`src/rtl/chunky_plane_conv.sv`:
```
module chunky_plane_conv #(
  parameter int PIX_W  = 8,
  parameter int WORD_W = 32
) (
  input  logic              clk,
  input  logic              rst_n,
  input  logic              cs,
  input  logic              wr,
  input  logic              rd,
  input  logic [WORD_W-1:0] wdata,
  output logic [WORD_W-1:0] rdata
);
  localparam int PPW    = WORD_W / PIX_W;
  localparam int NPIX   = WORD_W;
  localparam int NWORDS = NPIX / PPW;
  localparam int NPLANE = PIX_W;
  localparam int CNT_W  = $clog2(NWORDS);

  logic [WORD_W-1:0] word_q [NWORDS];
  logic [WORD_W-1:0] plane  [NPLANE];
  logic              draining_q;
  logic [CNT_W-1:0]  wcnt_q;
  logic [CNT_W-1:0]  rcnt_q;

  wire do_wr = cs & wr;
  wire do_rd = cs & rd & ~wr;

  genvar k, n;
  generate
    for (k = 0; k < NPLANE; k++) begin : g_plane
      for (n = 0; n < NPIX; n++) begin : g_pix
        assign plane[k][NPIX-1-n] =
          word_q[n / PPW][WORD_W - PIX_W*((n % PPW) + 1) + k];
      end
    end
  endgenerate

  assign rdata = (do_rd && draining_q) ? plane[rcnt_q] : '0;

  always_ff @(posedge clk) begin
    if (!rst_n) begin
      draining_q <= 1'b0;
      wcnt_q     <= '0;
      rcnt_q     <= '0;
    end else if (do_wr) begin
      if (draining_q) begin
        word_q[0]  <= wdata;
        wcnt_q     <= CNT_W'(1);
        draining_q <= 1'b0;
      end else begin
        word_q[wcnt_q] <= wdata;
        wcnt_q         <= wcnt_q + 1'b1;
        if (wcnt_q == CNT_W'(NWORDS-1)) begin
          draining_q <= 1'b1;
          rcnt_q     <= '0;
        end
      end
    end else if (do_rd && draining_q) begin
      rcnt_q <= rcnt_q + 1'b1;
      if (rcnt_q == CNT_W'(NPLANE-1)) begin
        draining_q <= 1'b0;
        wcnt_q     <= '0;
      end
    end
  end
endmodule

```
`config.mk`:
```
export PLATFORM = sky130hd
export DESIGN_NAME = chunky_plane_conv
export DESIGN_NICKNAME = d
export VERILOG_FILES = /design/src/rtl/chunky_plane_conv.sv
export SDC_FILE = /design/constraint.sdc
export NUM_CORES = 1
export LEC_CHECK = 0
export BUFFER_PORTS_ARGS = -buffer_cell sky130_fd_sc_hd__buf_2
export CAP_MARGIN = 40
export CELL_PAD_IN_SITES_DETAIL_PLACEMENT = 1
export CELL_PAD_IN_SITES_GLOBAL_PLACEMENT = 1
export CORE_UTILIZATION = 30
export CTS_BUF_LIST = sky130_fd_sc_hd__clkbuf_2 sky130_fd_sc_hd__clkbuf_4 sky130_fd_sc_hd__clkbuf_8
export DETAILED_ROUTE_END_ITERATION = 10
export PLACE_DENSITY_LB_ADDON = 0.1
export SYNTH_ARGS = -nofsm -noshare
export SYNTH_HDL_FRONTEND = slang
export SYNTH_SLANG_ARGS = --single-unit
```
`constraint.sdc`:
```
create_clock -name clk -period 4.3 [get_ports clk]
set_clock_uncertainty 0.1 [all_clocks]
set_input_delay 0.215 -clock clk [delete_from_list [all_inputs] [get_ports clk]]
set_output_delay 0.215 -clock clk [all_outputs]
set_load 0.005 [all_outputs]
```
==> results.txt, run 1 <==
status: complete, no violations
min-delay worst type: input pin to flip-flop
io pins: 69
number of cell rows: 66
Clock Power Share: 0.421
worst path buffer plus inverter count: 2
number of port buffers: 68
dominant synthesized flop cell: edfxtp_1
CTS tree: done
router iterations before antenna repair: 4
dominant cell type by area after synthesis: edfxtp_1
asr flop ratio synth: 0
worst skew pair latency: 0.54 ns
final setup violation count: 0
number of gates resized after CTS: 0
Max Clk Rate: 0.336 GHz
Hold Slack: 0.0416 ns
Final Hold Viols: 0
Slew Limit Fails: 0
top cells by area, synth: edfxtp_1 76%, mux4_2 12%, mux4_1 2.9%, a22o_1 2.8%, dfxtp_1 1.4%
Crit Path Max Fanout: 42
WL/cell: 23.0 µm
Final period util: 0.691
Syn Area/Cell: 23.5 µm²
GRT Overall Usage: 0.145
Non-Filler Cell Area, Final: 12200 µm²
worst path required time: 3.98 ns
Min-Delay Path Depth: 4
area share of the largest cell type after synthesis: 0.764
min-delay src: rd
clock-pin slew of the registers on the worst-case setup and hold paths: 0.05 ns
die footprint: 34300 µm²
setup TNS: 0 ns
die span in y: 185 µm
Peak VDD IR: 0.177 mV
CP startpoint: rcnt_q[0]
CTS Buf Count: 45
Tmin final: 2.97 ns
vias in the first global route: 5466
CP top delay family: flip-flops
Reg2Reg Depth: 6
Area Growth Syn to Fin: 21.6%
Layout Nets: 609
CP max stage cell: dfxtp_4
Via density: 4.76
share of post-route cells with drive strength above 1: 0.351
max_cap viols: 0
switching power: 1060 µW
Net Sw Frac: 0.208
Arrival @ worst endpoint: 2.66 ns
Post-Syn Area: 10100 µm²
1st-iter DRT viols: 254
Post-DP Area: 11000 µm²
Worst-Margin Slew: 0.542 ns
RSZ-0062 raised after global routing: false
Internal: 4040 µW
Mapped Cells: 428
Seq/Total Area, Yosys: 0.778
CTS max path bufs: 3
worst-path cell chain: buf_12 > mux4_2 > a22o_1 > buf_2
CTS Sinks: 263
# diodes: 0
Seq pwr share: 0.556
power per standard cell area: 417 nW/µm²
ANT nets after route: 0
gpl congestion: 0.676
Worst path max stage delay: 0.69 ns
starting density of the core: 0.307
Gate power share: 0.023
CP Class: flip-flop to output port
antenna violations before repair: 0
r2r startpoint: wcnt_q[1]
estimated wirelength of the detail-placed design: 14100 µm
Crit. End Element: output port
Layout fillers: 3202
routed vias: 4975
WL final: 24100 µm
setup slack at placement: 1.79 ns
H-tree levels: 2
Mapped Nets: 469
EDFF count, synth: 256
root buffer selected by CTS: clkbuf_8
Worst slew margin: 0.638
global-route wire length before repair: 35500 µm
Remaining DRCs: 0
Tot Pwr: 5090 µW
number of synthesized register bits: 263
Distinct cells, synth: 30
Final Worst Setup Slack: 1.33 ns
Die Width: 185 µm
yosys warns: 0
leakage: 0.00394 µW
slack of the worst reg-to-reg path: 1.82 ns
largest net degree at the start of global routing: 43
Crit path depth: 4
Worst setup SP type: flip-flop
GR Overflow Total: 0
Core Box Area: 32800 µm²
[state kept, by name (all words and copies together) (netlist names)]
register	cells
draining_q	1
rcnt_q	3
wcnt_q	3
word_q	256
[path summary, 6_finish.rpt]
kind,to
min reg2reg,rcnt_q[2]
max,rdata[21]
max reg2reg,draining_q
min,rcnt_q[0]
[placed cells by master, fill, tap and decap left out, types with 4 or more instances in the layout]
master         instances
edfxtp_1             256
buf_2                 68
mux4_2                53
clkbuf_8              45
dlygate4sd3_1         36
a22o_1                32
clkinv_1              16
clkbuf_4              15
mux4_1                11
buf_4                  8
o21ai_0                5
dfxtp_1                5
buf_12                 5
nand2_1                4
ha_1                   4
clkinv_2               4
[worst register-to-register path, delay by kind of cell, from the launching register on]
kind | cells | cell delay, ns
AO/OA/AOI/OAI | 1 | 0.15
adder cells (fa/ha/maj) | 2 | 0.40
buffers and inverters | 2 | 1.12
flip-flops | 1 | 0.54
AND/OR/NAND/NOR | 1 | 0.11
[routing by layer]
metal	vias to the layer above	global-route usage	part of all wire
met2	116	0.236	0.48
met3	37	0.0262	0.039
met4	0	0.0460	0.022
met5	-	0	0
met1	2671	0.198	0.46
li1	2151	-	-
[power by group through the flow]
stage               clock (µW)  combinational, µW  sequential [µW]
floorplan                    0               16.0             2890
global placement             0               92.5             2890
detailed placement           0               95.2             2890
CTS                       2220                120             2830
global route              2330                126             2830
finish                    2150                115             2830
[what timing repair did]
action / in CTS / in global routing
hold endpoints to repair: 263 / 0
hold buffers: 36 / 0
setup buffers: 0 / 0
[through the flow]
stage	utilization	cells
2_1_floorplan	-	428
4_1_cts	0.373	1046
3_5_place_dp	0.336	927
5_1_grt	0.373	1046
3_3_place_gp	0.334	924
6_report	0.373	1046
[synth_stat cells (all sizes together), types with 2 or more instances]
| master | n |
|---|---|
| a21oi | 3 |
| a22o | 32 |
| a32o | 3 |
| and3 | 2 |
| buf | 17 |
| clkbuf | 7 |
| dfxtp | 7 |
| edfxtp | 256 |
| ha | 4 |
| mux4 | 64 |
| nand2 | 4 |
| nand3 | 3 |
| nand3b | 3 |
| nor2 | 4 |
| nor3 | 3 |
| nor4 | 3 |
| o21ai | 5 |
[cell type report]
class	count	area, µm²	area share
timing repair buffer	117	861	0.0704
inverter	1	3.75	0.000307
tap	442	553	0.0452
multi-input combinational	140	2120	0.173
clock buffer	60	732	0.0599
clock inverter	23	125	0.0102
sequential	263	7830	0.641
[cell families after synthesis]
logic type / share of synthesized area
flops: 0.778
mux: 0.147
compound gates: 0.0356
simple gates: 0.0159
buf+inv: 0.0179
fa+ha+maj: 0.00498
(Power assumes the default switching activity.)
==> inputs of run 2 (changes only) <==
clock period = 2.9 ns   (was 4.3 ns; I/O delays follow)
==> run 2 against run 1 <==
  * Clock power grew 44%
  * Wire length down 2.4%
  * Total power up 46%
  * Sequential power increased by 48%
  * Global-route usage is 0.36 points lower
  * Cell count rose by 0.48%
  * Core utilization increased by 0.31 points
  * Critical path depth grew 2
  * Largest cell class unchanged
==> results.txt, run 2 (synthesized netlist as in run 1, its figures left out) <==
ANT nets after route: 0 (unchanged)
slack of the worst reg-to-reg path: 0.28 ns (-1.54 ns)
power per standard cell area: 605 nW/µm² (+45%)
CTS Sinks: 263 (unchanged)
Die Width: 185 µm (unchanged)
Worst-Margin Slew: 0.505 ns (-0.0373 ns)
number of cell rows: 66 (unchanged)
RR Endpoint: draining_q
CTS Buf Count: 45 (unchanged)
die footprint: 34300 µm² (unchanged)
max_cap viols: 0 (unchanged)
Crit. End Element: flip-flop
largest registers: word_q (256), rcnt_q (3), wcnt_q (3)
CTS tree: done
root buffer selected by CTS: clkbuf_8
worst skew pair latency: 0.54 ns (about the same)
Core Box Area: 32800 µm² (unchanged)
Worst setup SP type: flip-flop
final setup violation count: 0 (unchanged)
io pins: 69 (unchanged)
estimated wirelength of the detail-placed design: 14000 µm (-0.41%)
Reg with most FFs: word_q
Slew Limit Fails: 0 (unchanged)
# diodes: 0 (unchanged)
share of post-route cells with drive strength above 1: 0.361 (+0.0103)
Final Hold Viols: 0 (unchanged)
CP startpoint: wcnt_q[1]
WL/cell: 22.4 µm (-2.9%)
worst path required time: 3.27 ns (-0.71 ns)
Crit Path Max Fanout: 8 (-81%)
1st-iter DRT viols: 232 (-8.7%)
global-route wire length before repair: 35100 µm (-0.95%)
vias in the first global route: 5484 (+0.33%)
GRT Overall Usage: 0.142 (-0.00359)
WL final: 23500 µm (-2.4%)
max reg flops: 256 (unchanged)
H-tree levels: 2 (unchanged)
status: complete, no violations
Hold Slack: 0.0380 ns (-0.00369 ns)
Remaining DRCs: 0 (unchanged)
CP Class: flip-flop to flip-flop
worst-path cell chain: ha_1 > ha_1 > nand4b_1 > dlygate4sd3_1 > a21boi_0 > dlygate4sd3_1
GR Overflow Total: 0 (unchanged)
most frequent cells in the layout: 256 x edfxtp_1, 68 x buf_2, 53 x mux4_2
Reg2Reg Depth: 6 (unchanged)
CP max stage cell: dfxtp_1
routed vias: 4890 (-1.7%)
clock-pin slew of the registers on the worst-case setup and hold paths: 0.06 ns (about the same)
leakage: 0.00400 µW (+1.3%)
Layout Nets: 620 (+1.8%)
antenna violations before repair: 0 (unchanged)
crit path to: draining_q
gpl congestion: 0.717 (+5.9%)
Worst slew margin: 0.663 (+0.0249)
starting density of the core: 0.307 (unchanged)
die span in y: 185 µm (unchanged)
Worst path max stage delay: 0.59 ns (-0.10 ns)
Arrival @ worst endpoint: 2.99 ns (+0.33 ns)
Area Growth Syn to Fin: 22.6%
router iterations before antenna repair: 6 (+2)
r2r startpoint: wcnt_q[1]
CTS max path bufs: 3 (unchanged)
Tmin final: 2.62 ns
Max Clk Rate: 0.382 GHz
Final period util: 0.902
largest net degree at the start of global routing: 35 (-19%)
Via density: 4.65 (-2.2%)
min-delay worst type: input pin to flip-flop
RSZ-0062 raised after global routing: false
number of port buffers: 68 (unchanged)
setup TNS: 0 ns (unchanged)
commonest non-fill, non-tap cell in the layout: edfxtp_1
Peak VDD IR: 0.299 mV (+69%)
## run 2: cell types whose count changed in the layout (fill, tap and decap cells not counted), sizes merged
cell,previous run,this run
buf,81,89
clkinvlp,2,1
clkbuf,60,62
dlygate4sd3,36,39
bufinv,1,0
clkinv,20,14
## run 2: worst min-delay path by stage
| stage | start | cells after the start | slack, ns | to |
|---|---|---|---|---|
| after detailed placement | wdata[26] | 1 | 0.38 | word_q[5][26] |
| after CTS | wr | 4 | 0.002 | rcnt_q[1] |
| after global placement | cs | 3 | 0.38 | draining_q |
| final | wr | 3 | 0.04 | wcnt_q[0] |
| after global routing | wr | 3 | 0.05 | wcnt_q[0] |
| after floorplan | wdata[0] | 0 | 0.14 | word_q[0][0] |
## run 2: cell type report
cell class / count / area, µm²
fill: 3195 / 20500
inverter: 1 / 3.75
multi-input combinational: 140 / 2160
tap: 442 / 553
sequential: 263 / 7830
clock buffer: 62 / 759
clock inverter: 15 / 63.8
timing repair buffer: 128 / 958
## run 2: critical path: cells and delay by family, from the launching register on
kind / cells / cell delay (ns)
buf+inv: 2 / 1.14
flops: 1 / 0.59
fa+ha+maj: 2 / 0.44
compound gates: 1 / 0.18
simple gates: 1 / 0.10
## run 2: power by group
| group | switching, µW | internal, µW | total, µW |
|---|---|---|---|
| clock network | 1410 | 1680 | 3090 |
| registers | 9.52 | 4190 | 4200 |
| logic | 105 | 60.6 | 166 |
| total | 1520 | 5930 | 7460 |
## run 2: metrics by stage
| stage | utilization | power, µW | cells | instance area (µm²) | setup slack, ns |
|---|---|---|---|---|---|
| after floorplan | - | 4300 | 428 | 10100 | -0.134 |
| after global routing | 0.376 | 7740 | 1051 | 12300 | 0.151 |
| after global placement | 0.339 | 4410 | 934 | 11100 | 0.673 |
| after CTS | 0.376 | 7590 | 1050 | 12300 | 0.0365 |
| final | 0.376 | 7460 | 1051 | 12300 | 0.284 |
| after detailed placement | 0.339 | 4420 | 934 | 11100 | 0.650 |
## run 2: layer usage
metal	track usage	wire length, µm	up-vias
met1	0.181	10300	2586
met4	0.0420	468	0
met3	0.0269	862	46
met5	0	0	-
met2	0.245	11900	92
li1	-	-	2166
## run 2: what timing repair did
| action | CTS | global route |
|---|---|---|
| hold endpoints to repair | 263 | 0 |
| hold buffers | 39 | 0 |
| buffers inserted | 0 | 1 |
| resized for setup | 0 | 1 |
| setup endpoints to repair | 0 | 3 |
